### config.mk
export PLATFORM = sky130hd
export DESIGN_NAME = sec_prescaler
export DESIGN_NICKNAME = d
export VERILOG_FILES = /design/src/rtl/sec_prescale_pkg.sv /design/src/rtl/sp_divider.sv /design/src/rtl/sp_carry_hold.sv /design/src/rtl/sp_seconds.sv /design/src/rtl/sp_pulse_out.sv /design/src/rtl/sec_prescaler.sv
export SDC_FILE = /design/constraint.sdc
export NUM_CORES = 1
export LEC_CHECK = 0
export BUFFER_PORTS_ARGS = -buffer_cell sky130_fd_sc_hd__buf_4
export CORE_MARGIN = 2
export CORE_UTILIZATION = 46
export CTS_CLUSTER_DIAMETER = 60
export DETAILED_ROUTE_END_ITERATION = 6
export PLACE_DENSITY = 0.66
export SETUP_SLACK_MARGIN = 0.2
export SLEW_MARGIN = 20
export SYNTH_ARGS = -nofsm -noshare
export SYNTH_HDL_FRONTEND = slang
export SYNTH_SLANG_ARGS = --single-unit
### constraint.sdc
create_clock -name clk -period 2.5 [get_ports clk]
set_input_delay 0.125 -clock clk [delete_from_list [all_inputs] [get_ports clk]]
set_output_delay 0.125 -clock clk [all_outputs]
set_load 0.005 [all_outputs]
### src/rtl/sec_prescale_pkg.sv
package sec_prescale_pkg;

    localparam int SEC_LAST      = 59;
    localparam int SEC_HALF      = 30;
    localparam int FAST_STAGES   = 4;   // 2**4 = 16 fast pulses per second

    typedef logic [5:0] sec_t;

    typedef struct packed {
        logic adjust;
        logic clear;
    } ctl_t;

    typedef struct packed {
        logic carry;
        logic tick16;
    } div_evt_t;

    typedef enum logic [1:0] {
        SEC_HOLD,
        SEC_STEP,
        SEC_WRAP,
        SEC_ROUND
    } sec_op_e;

    function automatic logic rounds_up(sec_t s);
        return s >= sec_t'(SEC_HALF);
    endfunction

    function automatic sec_op_e pick_op(logic adjust, logic advance, sec_t s);
        if (adjust)
            return SEC_ROUND;
        else if (!advance)
            return SEC_HOLD;
        else if (s == sec_t'(SEC_LAST))
            return SEC_WRAP;
        else
            return SEC_STEP;
    endfunction

endpackage

### src/rtl/sp_divider.sv
module sp_divider
    import sec_prescale_pkg::*;
#(
    parameter int DIV_W = 15
) (
    input  logic     clk,
    input  logic     rst,
    input  logic     ref_tick,
    input  ctl_t     ctl,
    output div_evt_t evt
);
    localparam int LOW_W = DIV_W - FAST_STAGES;

    logic [DIV_W-1:0] cnt;
    logic             fast_roll;
    logic             live;

    assign live = ref_tick & ~ctl.adjust & ~ctl.clear;

    generate
        if (LOW_W > 0) begin : g_fast_tap
            assign fast_roll = &cnt[LOW_W-1:0];
        end else begin : g_fast_every
            assign fast_roll = 1'b1;
        end
    endgenerate

    always_ff @(posedge clk) begin
        if (rst || ctl.adjust || ctl.clear)
            cnt <= '0;
        else if (ref_tick)
            cnt <= cnt + 1'b1;
    end

    always_comb begin
        evt.carry  = live & (&cnt);
        evt.tick16 = live & fast_roll;
    end

endmodule

### src/rtl/sp_carry_hold.sv
module sp_carry_hold
    import sec_prescale_pkg::*;
(
    input  logic clk,
    input  logic rst,
    input  logic carry_in,
    input  logic run_en,
    input  ctl_t ctl,
    output logic advance
);
    logic held;
    logic kill;

    assign kill    = ctl.adjust | ctl.clear;
    assign advance = run_en & (held | carry_in) & ~kill;

    always_ff @(posedge clk) begin
        if (rst || kill)
            held <= 1'b0;
        else if (run_en)
            held <= held & carry_in;   // second carry waits one cycle
        else
            held <= held | carry_in;   // saturates at one second
    end

endmodule

### src/rtl/sp_seconds.sv
module sp_seconds
    import sec_prescale_pkg::*;
(
    input  logic clk,
    input  logic rst,
    input  logic advance,
    input  logic adjust,
    output sec_t sec_val,
    output logic min_step
);
    sec_op_e op;

    assign op = pick_op(adjust, advance, sec_val);

    always_ff @(posedge clk) begin
        if (rst) begin
            sec_val  <= '0;
            min_step <= 1'b0;
        end else begin
            unique case (op)
                SEC_ROUND: begin
                    min_step <= rounds_up(sec_val);
                    sec_val  <= '0;
                end
                SEC_WRAP: begin
                    min_step <= 1'b1;
                    sec_val  <= '0;
                end
                SEC_STEP: begin
                    min_step <= 1'b0;
                    sec_val  <= sec_val + 1'b1;
                end
                default: begin
                    min_step <= 1'b0;
                end
            endcase
        end
    end

endmodule

### src/rtl/sp_pulse_out.sv
module sp_pulse_out
    import sec_prescale_pkg::*;
(
    input  logic     clk,
    input  logic     rst,
    input  div_evt_t evt,
    input  logic     tick16_off,
    input  logic     tick1_off,
    output logic     pulse16,
    output logic     pulse1
);
    always_ff @(posedge clk) begin
        if (rst) begin
            pulse16 <= 1'b0;
            pulse1  <= 1'b0;
        end else begin
            pulse16 <= evt.tick16 & ~tick16_off;
            pulse1  <= evt.carry  & ~tick1_off;
        end
    end

endmodule

### src/rtl/sec_prescaler.sv
module sec_prescaler
    import sec_prescale_pkg::*;
#(
    parameter int DIV_W = 15
) (
    input  logic       clk,
    input  logic       rst,
    input  logic       ref_tick,
    input  logic       run_en,
    input  logic       adj_stb,
    input  logic       div_clr_stb,
    input  logic       tick16_off,
    input  logic       tick1_off,
    output logic [5:0] sec_val,
    output logic       min_step,
    output logic       pulse16,
    output logic       pulse1
);
    ctl_t     ctl;
    div_evt_t evt;
    logic     advance;

    assign ctl.adjust = adj_stb;
    assign ctl.clear  = div_clr_stb;

    sp_divider #(.DIV_W(DIV_W)) u_div (
        .clk      (clk),
        .rst      (rst),
        .ref_tick (ref_tick),
        .ctl      (ctl),
        .evt      (evt)
    );

    sp_carry_hold u_hold (
        .clk      (clk),
        .rst      (rst),
        .carry_in (evt.carry),
        .run_en   (run_en),
        .ctl      (ctl),
        .advance  (advance)
    );

    sp_seconds u_sec (
        .clk      (clk),
        .rst      (rst),
        .advance  (advance),
        .adjust   (adj_stb),
        .sec_val  (sec_val),
        .min_step (min_step)
    );

    sp_pulse_out u_pulse (
        .clk        (clk),
        .rst        (rst),
        .evt        (evt),
        .tick16_off (tick16_off),
        .tick1_off  (tick1_off),
        .pulse16    (pulse16),
        .pulse1     (pulse1)
    );

endmodule

==> impl_metrics.csv, run 1 <==
group,metric,value,unit
run_status,status,"finished clean",
finish,final_common_cell,"dfxtp_1",
power_and_ir_drop,power_frac_clock,28.8,%
place,routabilityCongestion,0.851,
clocking,tritoncts,"done",
detailed_routing,detail_route.iter0.violations,43,
yosys,yosys_warnings,0,
finish,final_cell_mix,"dfxtp_1 (25), nor2_1 (18), buf_4 (16)",
critical_path,path_class,"reg -> reg",
global_route,grt_pass1_wl,4.45,mm
critical_path,start_kind,"register",
power_and_ir_drop,total_power,0.604,mW
floorplan,die-area,0.00326,mm²
sta,max_slew_margin,62.6,%
clocking,clkSinkCount,25,
detailed_routing,post_drt_wl_per_cell,13.1,µm
floorplan,chipHeight,57.1,µm
power_and_ir_drop,power_frac_seq,66.1,%
yosys,synthFlopType,"dfxtp_1",
sta,fin_crit_sh,82.1,%
global_route,antenna_found_initial,0,
critical_path,crit_buf_inv,1,
sta,finalClockSkew,10.7,ps
critical_path,rr_worst_depth,6,
sta,setup_violations,0,
clocking,clock_path_buffers,2,
critical_path,timing.rr.start,"u_div.cnt[0]$_SDFFE_PP0P_",
yosys,synth_edf_count,0,
power_and_ir_drop,p_leak,0.613,nW
yosys,netlist_area,0.00130,mm²
critical_path,r2r-end,"u_pulse.pulse1$_SDFF_PP0_",
global_route,grt_pass1_vias,1049,
critical_path,max_stage_delay,550,ps
sta,hold_viol_final,0,
yosys,synth_top_cell_by_area,"dfxtp_1",
sta,finalCriticalPeriod,2050,ps
floorplan,start_util,47.9,%
critical_path,worstPathRequired,2760,ps
yosys,synth.avg_cell_area,8.95,µm²
yosys,synth-seq-area-share,38.6,%
clocking,clkSlewWorstSetupHoldPaths,130,ps
critical_path,r2r_slack,450,ps
detailed_routing,wl,2.58,mm
detailed_routing,drc,0,
power_and_ir_drop,switching_share,21.3,%
yosys,ys_types,40,
sta,fmax,487,MHz
yosys,yosysTopAreaCellShare,38.6,%
detailed_routing,drtPass1Iterations,4,
yosys,synthArstFlopShare,0,%
floorplan,dieWidth,57.1,µm
place,place_inst,189,
power_and_ir_drop,pwr-share-comb,5.1,%
finish,final_layout_size_suffix_gt1_share,18.1,%
finish,syn_to_final_growth,16.4,%
clocking,cts_made_buffers,3,
finish,insertedDiodeCount,0,
floorplan,num_rows,19,
min_path,hold_depth,3,
min_path,holdCritStartpoint,"adj_stb",
detailed_routing,num_vias,1129,
yosys,syn_nets,156,
clocking,htree_levels,1,
floorplan,core_area,0.00271,mm²
sta,fin_setup_tns,0,ps
finish,final_cells,197,
critical_path,critPathCaptureType,"register",
power_and_ir_drop,p_int,0.475,mW
yosys,ys_ff_latch,25,
sta,whs,84.7,ps
yosys,synthTopCellsByArea,"dfxtp_1 (39%), nor2_1 (5.2%), xor2_1 (4.7%), xnor2_1 (3.4%), nor4_4 (3.3%)",
flow_run,maxCapViolations,0,
yosys,synth_cells,145,
critical_path,cp.arrival,2310,ps
critical_path,path_cells,"ha_1 > nand4_2 > nor4_4 > nand2_1 > nor3_1 > dlygate4sd3_1",
floorplan,io_pins,17,
sta,rsz0062_at_grt,"false",
detailed_routing,antenna_left,0,
min_path,min_path_type,"in -> reg",
power_and_ir_drop,p_sw,0.128,mW
clocking,ctsResizeCount,0,
min_path,whs_endpoint,"u_sec.min_step$_SDFF_PP0_",
critical_path,crit_family,"simple AND/OR/NAND/NOR gates",
global_route,grt_overflow,0,
power_and_ir_drop,powerDensity,400,mW/mm²
clocking,postCtsSetupBuffers,0,
critical_path,crit_fanout,6,
finish,fillers,245,
clocking,root_buffer,"clkbuf_4",
critical_path,slowest_stage,"dlygate4sd3_1",
detailed_routing,via_per_inst,5.73,
place,hpwl,1.97,mm
global_route,grt_usage,17.2,%
finish,nNetsFinal,178,
clocking,clock_latency,310,ps
sta,tightestPinTransition,559,ps
sta,slew_viol_final,0,
global_route,grt_max_degree,18,
place,portBuffers,16,
power_and_ir_drop,peakVddDrop,304,µV
layer usage:
| layer | track usage (%) | wire length, µm | vias up |
|---|---|---|---|
| met1 | 22.5 | 1250 | 525 |
| met5 | 0 | 0 | - |
| li1 | - | - | 581 |
| met4 | 8.31 | 39 | 0 |
| met3 | 2.04 | 86 | 4 |
| met2 | 28.1 | 1200 | 19 |
worst max path at each step:
stage / startpoint / cells after the start / end
after floorplan: u_div.cnt[0]$_SDFFE_PP0P_ / 5 / u_sec.sec_val[0]$_SDFFE_PP0P_
after global placement: u_div.cnt[0]$_SDFFE_PP0P_ / 5 / u_sec.sec_val[0]$_SDFFE_PP0P_
after detailed placement: u_div.cnt[0]$_SDFFE_PP0P_ / 5 / u_sec.sec_val[2]$_SDFFE_PP0P_
after CTS: u_div.cnt[0]$_SDFFE_PP0P_ / 6 / u_pulse.pulse1$_SDFF_PP0_
after global routing: u_div.cnt[0]$_SDFFE_PP0P_ / 6 / u_pulse.pulse1$_SDFF_PP0_
final: u_div.cnt[0]$_SDFFE_PP0P_ / 6 / u_pulse.pulse1$_SDFF_PP0_
registers in the layout, indices dropped and copies added, names as in the netlist:
name and count:
u_pulse.pulse1 1, u_sec.min_step 1, u_div.cnt 15, u_pulse.pulse16 1, u_hold.held 1, u_sec.sec_val 6
tightest hold or removal path: cells and delay by family:
kind / cells / cell delay, ps
buffers and inverters: 2 / 170
AO/OA/AOI/OAI: 1 / 60
power by group through the flow:
| stage | Combinational (mW) | Clock (mW) | Sequential (mW) |
|---|---|---|---|
| 3_5_place_dp | 0.0265 | 0 | 0.408 |
| 6_report | 0.0305 | 0.174 | 0.399 |
| 4_1_cts | 0.0305 | 0.185 | 0.399 |
| 3_3_place_gp | 0.0262 | 0 | 0.408 |
| 2_1_floorplan | 0.0118 | 0 | 0.408 |
| 5_1_grt | 0.0334 | 0.198 | 0.400 |
layout make-up:
class | instances | area, µm² | share of cell area, %
multi-input cells | 110 | 758 | 50.2
well taps | 31 | 38.8 | 2.57
clock buffers | 4 | 26.3 | 1.74
inverters | 7 | 26.3 | 1.74
flip-flops and latches | 25 | 500 | 33.1
repair buffers | 20 | 160 | 10.6
what timing repair did:
item | in CTS | in global routing
endpoints found under the setup margin | 0 | 0
hold buffers | 4 | 0
endpoints found under the hold margin | 3 | 0
cell families (layout without fill, tap and decap cells):
logic type / count (synthesis) / in the layout / synth area share [%]
AOI/OAI and AO/OA: 25 / 25 / 14.5
xor gates and xnor gates: 12 / 12 / 8.10
buffers and inverters: 10 / 31 / 2.99
muxes: 1 / 1 / 0.771
and+or+nand+nor: 69 / 69 / 32.2
adders and majority gates: 3 / 3 / 2.89
DFF: 25 / 25 / 38.6
Yosys cell counts (2+ instances only):
master	count
nand2b_1	2
nor2_1	18
or4_1	2
and4_1	3
a221oi_1	3
or2_2	2
nand2_1	11
nand4_1	5
a31oi_1	2
nor4_4	2
o211ai_1	2
or3_1	2
nor3_1	4
clkbuf_1	2
xnor2_1	5
nand3_1	5
and3_1	6
a21oi_1	2
dfxtp_1	25
xor2_1	7
nand3b_1	2
inv_1	7
o21ai_0	7
ha_1	3
stage by stage:
stage                     instance area (µm²)  utilization, %  setup WS [ps]
after CTS                                1510            55.7            412
after global placement                   1440            53.3            815
after detailed placement                 1440            53.3            698
final                                    1510            55.7            448
after global routing                     1510            55.7            301
after floorplan                          1300               -            915
No activity file was read; power rests on OpenSTA's default activity.
==> inputs of run 2 (changes only) <==
--- a/config.mk
+++ b/config.mk
@@ -10,7 +10,7 @@
 export CORE_UTILIZATION = 46
 export CTS_CLUSTER_DIAMETER = 60
 export DETAILED_ROUTE_END_ITERATION = 6
-export PLACE_DENSITY = 0.66
+export PLACE_DENSITY = 0.68
 export SETUP_SLACK_MARGIN = 0.2
 export SLEW_MARGIN = 20
 export SYNTH_ARGS = -nofsm -noshare
==> constraint.sdc (replaced) <==
create_clock -name clk -period 1.7 [get_ports clk]
set_input_delay 0.085 -clock clk [delete_from_list [all_inputs] [get_ports clk]]
set_output_delay 0.085 -clock clk [all_outputs]
set_load 0.005 [all_outputs]
==> impl_metrics.csv, run 2 (synthesis gave the netlist of run 1 again) <==
group,metric,value,unit
sta,setup_violations,0,
sta,tightestPinTransition,464,ps
floorplan,core_area,0.00271,mm²
global_route,grt_overflow,0,
clocking,clock_latency,320,ps
finish,nNetsFinal,191,
global_route,grt_max_degree,18,
place,post_dp_cell_area,0.00150,mm²
global_route,antenna_found_initial,0,
sta,finalCriticalPeriod,1610,ps
global_route,grt_usage,19.5,%
finish,stdcell_area,0.00168,mm²
critical_path,rr_worst_depth,6,
power_and_ir_drop,p_leak,0.680,nW
power_and_ir_drop,total_power,0.904,mW
floorplan,die-area,0.00326,mm²
critical_path,cp.arrival,1850,ps
clocking,clkSinkCount,25,
finish,largest_register_ffs,15,
finish,reg_top3,"u_div.cnt (15), u_sec.sec_val (6)",
sta,fin_setup_tns,0,ps
floorplan,num_rows,19,
floorplan,chipHeight,57.1,µm
place,portBuffers,16,
floorplan,start_util,47.9,%
sta,fmax,623,MHz
critical_path,r2r-end,"u_sec.min_step$_SDFF_PP0_",
finish,fillers,257,
detailed_routing,antenna_left,0,
critical_path,worstPathRequired,1940,ps
sta,fin_crit_sh,94.5,%
place,routabilityCongestion,0.857,
detailed_routing,via_per_inst,5.79,
critical_path,cp_num_cells,6,
critical_path,cp-startpoint,"u_div.cnt[1]$_SDFFE_PP0P_",
finish,syn_to_final_growth,29.7,%
global_route,grt_pass1_vias,1108,
detailed_routing,drc,0,
detailed_routing,num_vias,1216,
clocking,root_buffer,"clkbuf_4",
finish,final_common_cell,"buf_4",
place,hpwl,2.10,mm
finish,ff_latch_area,512,µm²
critical_path,start_kind,"register",
detailed_routing,wl,3.00,mm
sta,finalClockSkew,5.91,ps
sta,hold_viol_final,0,
power_and_ir_drop,powerDensity,537,mW/mm²
critical_path,slowest_stage,"dfxtp_2",
detailed_routing,post_drt_wl_per_cell,14.3,µm
finish,final_cell_mix,"buf_4 (30), nor2_1 (17), dfxtp_1 (16)",
flow_run,maxCapViolations,0,
place,pre_cts_ws,52.6,ps
critical_path,crit_family,"simple AND/OR/NAND/NOR gates",
clocking,clock_path_buffers,2,
clocking,htree_levels,1,
power_and_ir_drop,peakVddDrop,542,µV
detailed_routing,detail_route.iter0.violations,61,
finish,final_layout_size_suffix_gt1_share,34.6,%
finish,top_register,"u_div.cnt",
finish,multi_input_area,825,µm²
critical_path,timing.rr.start,"u_div.cnt[1]$_SDFFE_PP0P_",
critical_path,crit_fanout,4,
min_path,holdCritStartpoint,"adj_stb",
sta,worst_slack,93.6,ps
clocking,cts_made_buffers,3,
global_route,grt_pass1_wl,4.99,mm
critical_path,crit_buf_inv,1,
critical_path,max_stage_delay,380,ps
critical_path,path_cells,"ha_4 > nand4_4 > nor4_4 > buf_4 > o211ai_1 > a221oi_2",
sta,max_slew_margin,69.0,%
run_status,status,"finished clean",
critical_path,critPathCaptureType,"register",
floorplan,io_pins,17,
sta,rsz0062_at_grt,"true",
min_path,min_path_type,"in -> reg",
detailed_routing,drtPass1Iterations,4,
critical_path,path_class,"reg -> reg",
sta,slew_viol_final,0,
critical_path,worstSetupEndpoint,"u_sec.min_step$_SDFF_PP0_",
finish,insertedDiodeCount,0,
clocking,tritoncts,"done",
clocking,clkSlewWorstSetupHoldPaths,130,ps
floorplan,dieWidth,57.1,µm
critical_path,r2r_slack,90,ps
[run 2: cell count changes in the layout (fill, tap and decap cells not counted), sizes merged]
cell         change
buf             +14
dlygate4sd3      -1
[run 2: stage by stage]
step	utilization (%)	cells	hold slack (ps)
after floorplan	-	145	161
after global placement	55.2	194	248
after detailed placement	55.2	194	253
after CTS	60.0	205	41.2
after global routing	62.1	210	33.1
final	62.1	210	40.2
[run 2: final cells by class]
class / count / area share, %
Multi-Input combinational cell: 110 / 49.0
Tap cell: 31 / 2.30
Sequential cell: 25 / 30.4
Inverter: 7 / 1.56
Clock buffer: 4 / 1.56
Timing Repair Buffer: 33 / 15.2
[run 2: layer usage]
| layer | vias up | wire, µm | GRT usage (%) |
|---|---|---|---|
| met2 | 39 | 1490 | 33.5 |
| met1 | 573 | 1310 | 25.1 |
| li1 | 599 | - | - |
| met5 | - | 0 | 0 |
| met3 | 5 | 157 | 2.04 |
| met4 | 0 | 48 | 7.97 |
[run 2: tightest hold or removal path, stage by stage]
cell,delay (ps)
buf_4,130
inv_1,60
a221oi_2,60
[run 2: timing repair]
action,CTS,global route
resized for setup,12,7
pin swaps,7,8
setup buffers,4,5
endpoints found under the hold margin,3,0
endpoints found under the setup margin,9,14
hold buffers,3,0
[run 2: worst min path at each step]
| stage | end | cells past startpoint | slack [ps] |
|---|---|---|---|
| 3_5_place_dp | u_pulse.pulse16$_SDFF_PP0_ | 2 | 250 |
| 4_1_cts | u_sec.min_step$_SDFF_PP0_ | 3 | 40 |
| 3_3_place_gp | u_pulse.pulse1$_SDFF_PP0_ | 2 | 250 |
| 5_1_grt | u_sec.min_step$_SDFF_PP0_ | 3 | 30 |
| 2_1_floorplan | u_pulse.pulse1$_SDFF_PP0_ | 1 | 160 |
| 6_report | u_sec.min_step$_SDFF_PP0_ | 3 | 40 |
[run 2: report_power, final]
part | switching [mW] | leakage (nW) | internal, mW
sequential | 0.000881 | 0.206 | 0.586
clock | 0.174 | 0.0150 | 0.0920
combinational | 0.0267 | 0.459 | 0.0235
==> inputs of run 3 (changes only) <==
--- a/config.mk
+++ b/config.mk
@@ -6,11 +6,12 @@
 export NUM_CORES = 1
 export LEC_CHECK = 0
 export BUFFER_PORTS_ARGS = -buffer_cell sky130_fd_sc_hd__buf_4
+export CORE_ASPECT_RATIO = 0.8
 export CORE_MARGIN = 2
 export CORE_UTILIZATION = 46
 export CTS_CLUSTER_DIAMETER = 60
 export DETAILED_ROUTE_END_ITERATION = 6
-export PLACE_DENSITY = 0.68
+export PLACE_DENSITY = 0.69
 export SETUP_SLACK_MARGIN = 0.2
 export SLEW_MARGIN = 20
 export SYNTH_ARGS = -nofsm -noshare
==> impl_metrics.csv, run 3 (synthesis gave the netlist of run 1 again) <==
group,metric,value,unit
run_status,status,"finished clean",
clocking,clkSlewWorstSetupHoldPaths,150,ps
detailed_routing,antenna_left,0,
floorplan,dieWidth,63.4,µm
detailed_routing,wl,2.82,mm
sta,hold_viol_final,0,
finish,top_register,"u_div.cnt",
floorplan,die-area,0.00326,mm²
clocking,clkSinkCount,25,
clocking,clock_path_buffers,2,
detailed_routing,drc,0,
place,hpwl,2.08,mm
sta,tightestPinTransition,443,ps
place,place_inst,202,
sta,fmax,647,MHz
critical_path,timing.rr.start,"u_div.cnt[13]$_SDFFE_PP0P_",
finish,final_layout_size_suffix_gt1_share,36.5,%
floorplan,start_util,47.7,%
critical_path,r2r_slack,150,ps
global_route,grt_max_degree,18,
finish,final_common_cell,"buf_4",
detailed_routing,post_drt_wl_per_cell,13.1,µm
clocking,root_buffer,"clkbuf_4",
flow_run,maxCapViolations,0,
min_path,holdCritStartpoint,"adj_stb",
finish,stdcell_area,0.00169,mm²
clocking,cts_made_buffers,3,
power_and_ir_drop,p_leak,0.674,nW
global_route,grt_pass1_wl,4.79,mm
critical_path,r2r-end,"u_sec.sec_val[0]$_SDFFE_PP0P_",
critical_path,rr_worst_depth,5,
detailed_routing,drtPass1Iterations,4,
min_path,whs_endpoint,"u_sec.min_step$_SDFF_PP0_",
critical_path,start_kind,"register",
global_route,antenna_found_initial,0,
finish,nNetsFinal,190,
sta,max_slew_margin,70.3,%
min_path,hold_depth,3,
sta,fin_crit_sh,90.9,%
critical_path,path_class,"reg -> reg",
min_path,min_path_type,"in -> reg",
finish,final_cell_mix,"buf_4 (28), nor2_1 (18), dfxtp_1 (14)",
finish,utilization,62.2,%
clocking,clock_latency,330,ps
sta,finalCriticalPeriod,1550,ps
finish,largest_register_ffs,15,
place,routabilityCongestion,0.983,
global_route,grt_overflow,0,
sta,rsz0062_at_grt,"true",
detailed_routing,via_per_inst,5.33,
sta,finalClockSkew,11.6,ps
critical_path,crit_fanout,4,
floorplan,core_area,0.00272,mm²
floorplan,num_rows,17,
place,portBuffers,16,
detailed_routing,num_vias,1151,
global_route,grt_pass1_vias,1067,
clocking,htree_levels,1,
power_and_ir_drop,powerDensity,533,mW/mm²
critical_path,cp.arrival,1800,ps
clocking,tritoncts,"done",
sta,slew_viol_final,0,
finish,syn_to_final_growth,30.6,%
place,pre_cts_ws,47.0,ps
finish,final_cells,216,
sta,setup_violations,0,
finish,fillers,253,
sta,worst_slack,154,ps
sta,fin_setup_tns,0,ps
floorplan,io_pins,17,
power_and_ir_drop,peakVddDrop,392,µV
finish,insertedDiodeCount,0,
sta,whs,30.9,ps
detailed_routing,detail_route.iter0.violations,53,
floorplan,chipHeight,51.5,µm
place,post_dp_cell_area,0.00151,mm²
finish,reg_top3,"u_div.cnt (15), u_sec.sec_val (6)",
critical_path,critPathCaptureType,"register",
critical_path,worstPathRequired,1950,ps
power_and_ir_drop,total_power,0.903,mW
global_route,grt_usage,18.7,%
[run 3: how the worst max path moves through the flow]
stage                                    end  slack (ps)                     startpoint  cells after the start
2_1_floorplan  u_sec.sec_val[0]$_SDFFE_PP0P_         220      u_div.cnt[0]$_SDFFE_PP0P_                      5
3_3_place_gp   u_sec.sec_val[2]$_SDFFE_PP0P_         120      u_div.cnt[0]$_SDFFE_PP0P_                      5
3_5_place_dp   u_sec.sec_val[0]$_SDFFE_PP0P_          50      u_div.cnt[0]$_SDFFE_PP0P_                      5
4_1_cts            u_sec.min_step$_SDFF_PP0_         120      u_div.cnt[0]$_SDFFE_PP0P_                      5
5_1_grt            u_sec.min_step$_SDFF_PP0_          40  u_sec.sec_val[0]$_SDFFE_PP0P_                      5
6_report       u_sec.sec_val[0]$_SDFFE_PP0P_         150     u_div.cnt[13]$_SDFFE_PP0P_                      5
[run 3: worst max-delay path, cell delays in order (launching register included)]
cell	delay (ps)
dfxtp_2	380
nand4_1	120
buf_6	150
nor4_4	370
o211ai_2	170
a221oi_2	290
[run 3: power breakdown]
part,internal [mW],leakage (nW),switching [mW]
Clock,0.0900,0.0139,0.185
Sequential,0.580,0.208,0.00101
Combinational,0.0215,0.452,0.0256
[run 3: layer usage]
metal	GRT usage (%)	up-vias	share of wire [%]
li1	-	598	-
met1	26.7	522	54
met2	27.7	29	40
met3	4.98	2	5.0
met4	5.43	0	0.74
met5	0	-	0
[run 3: layout make-up]
type | instances | area (µm²) | share of cell area [%]
multi-input combinational | 110 | 815 | 48.1
timing repair buffer | 32 | 251 | 14.8
sequential | 25 | 524 | 30.9
tap | 38 | 47.5 | 2.81
clock buffer | 3 | 22.5 | 1.33
clock inverter | 1 | 7.51 | 0.443
inverter | 7 | 26.3 | 1.55
[run 3: what timing repair did]
item / in CTS / in global routing
hold buffers: 3 / 0
endpoints found under the setup margin: 10 / 22
endpoints found under the hold margin: 3 / 0
pin swaps: 6 / 6
buffers inserted: 4 / 3
resized for setup: 8 / 20
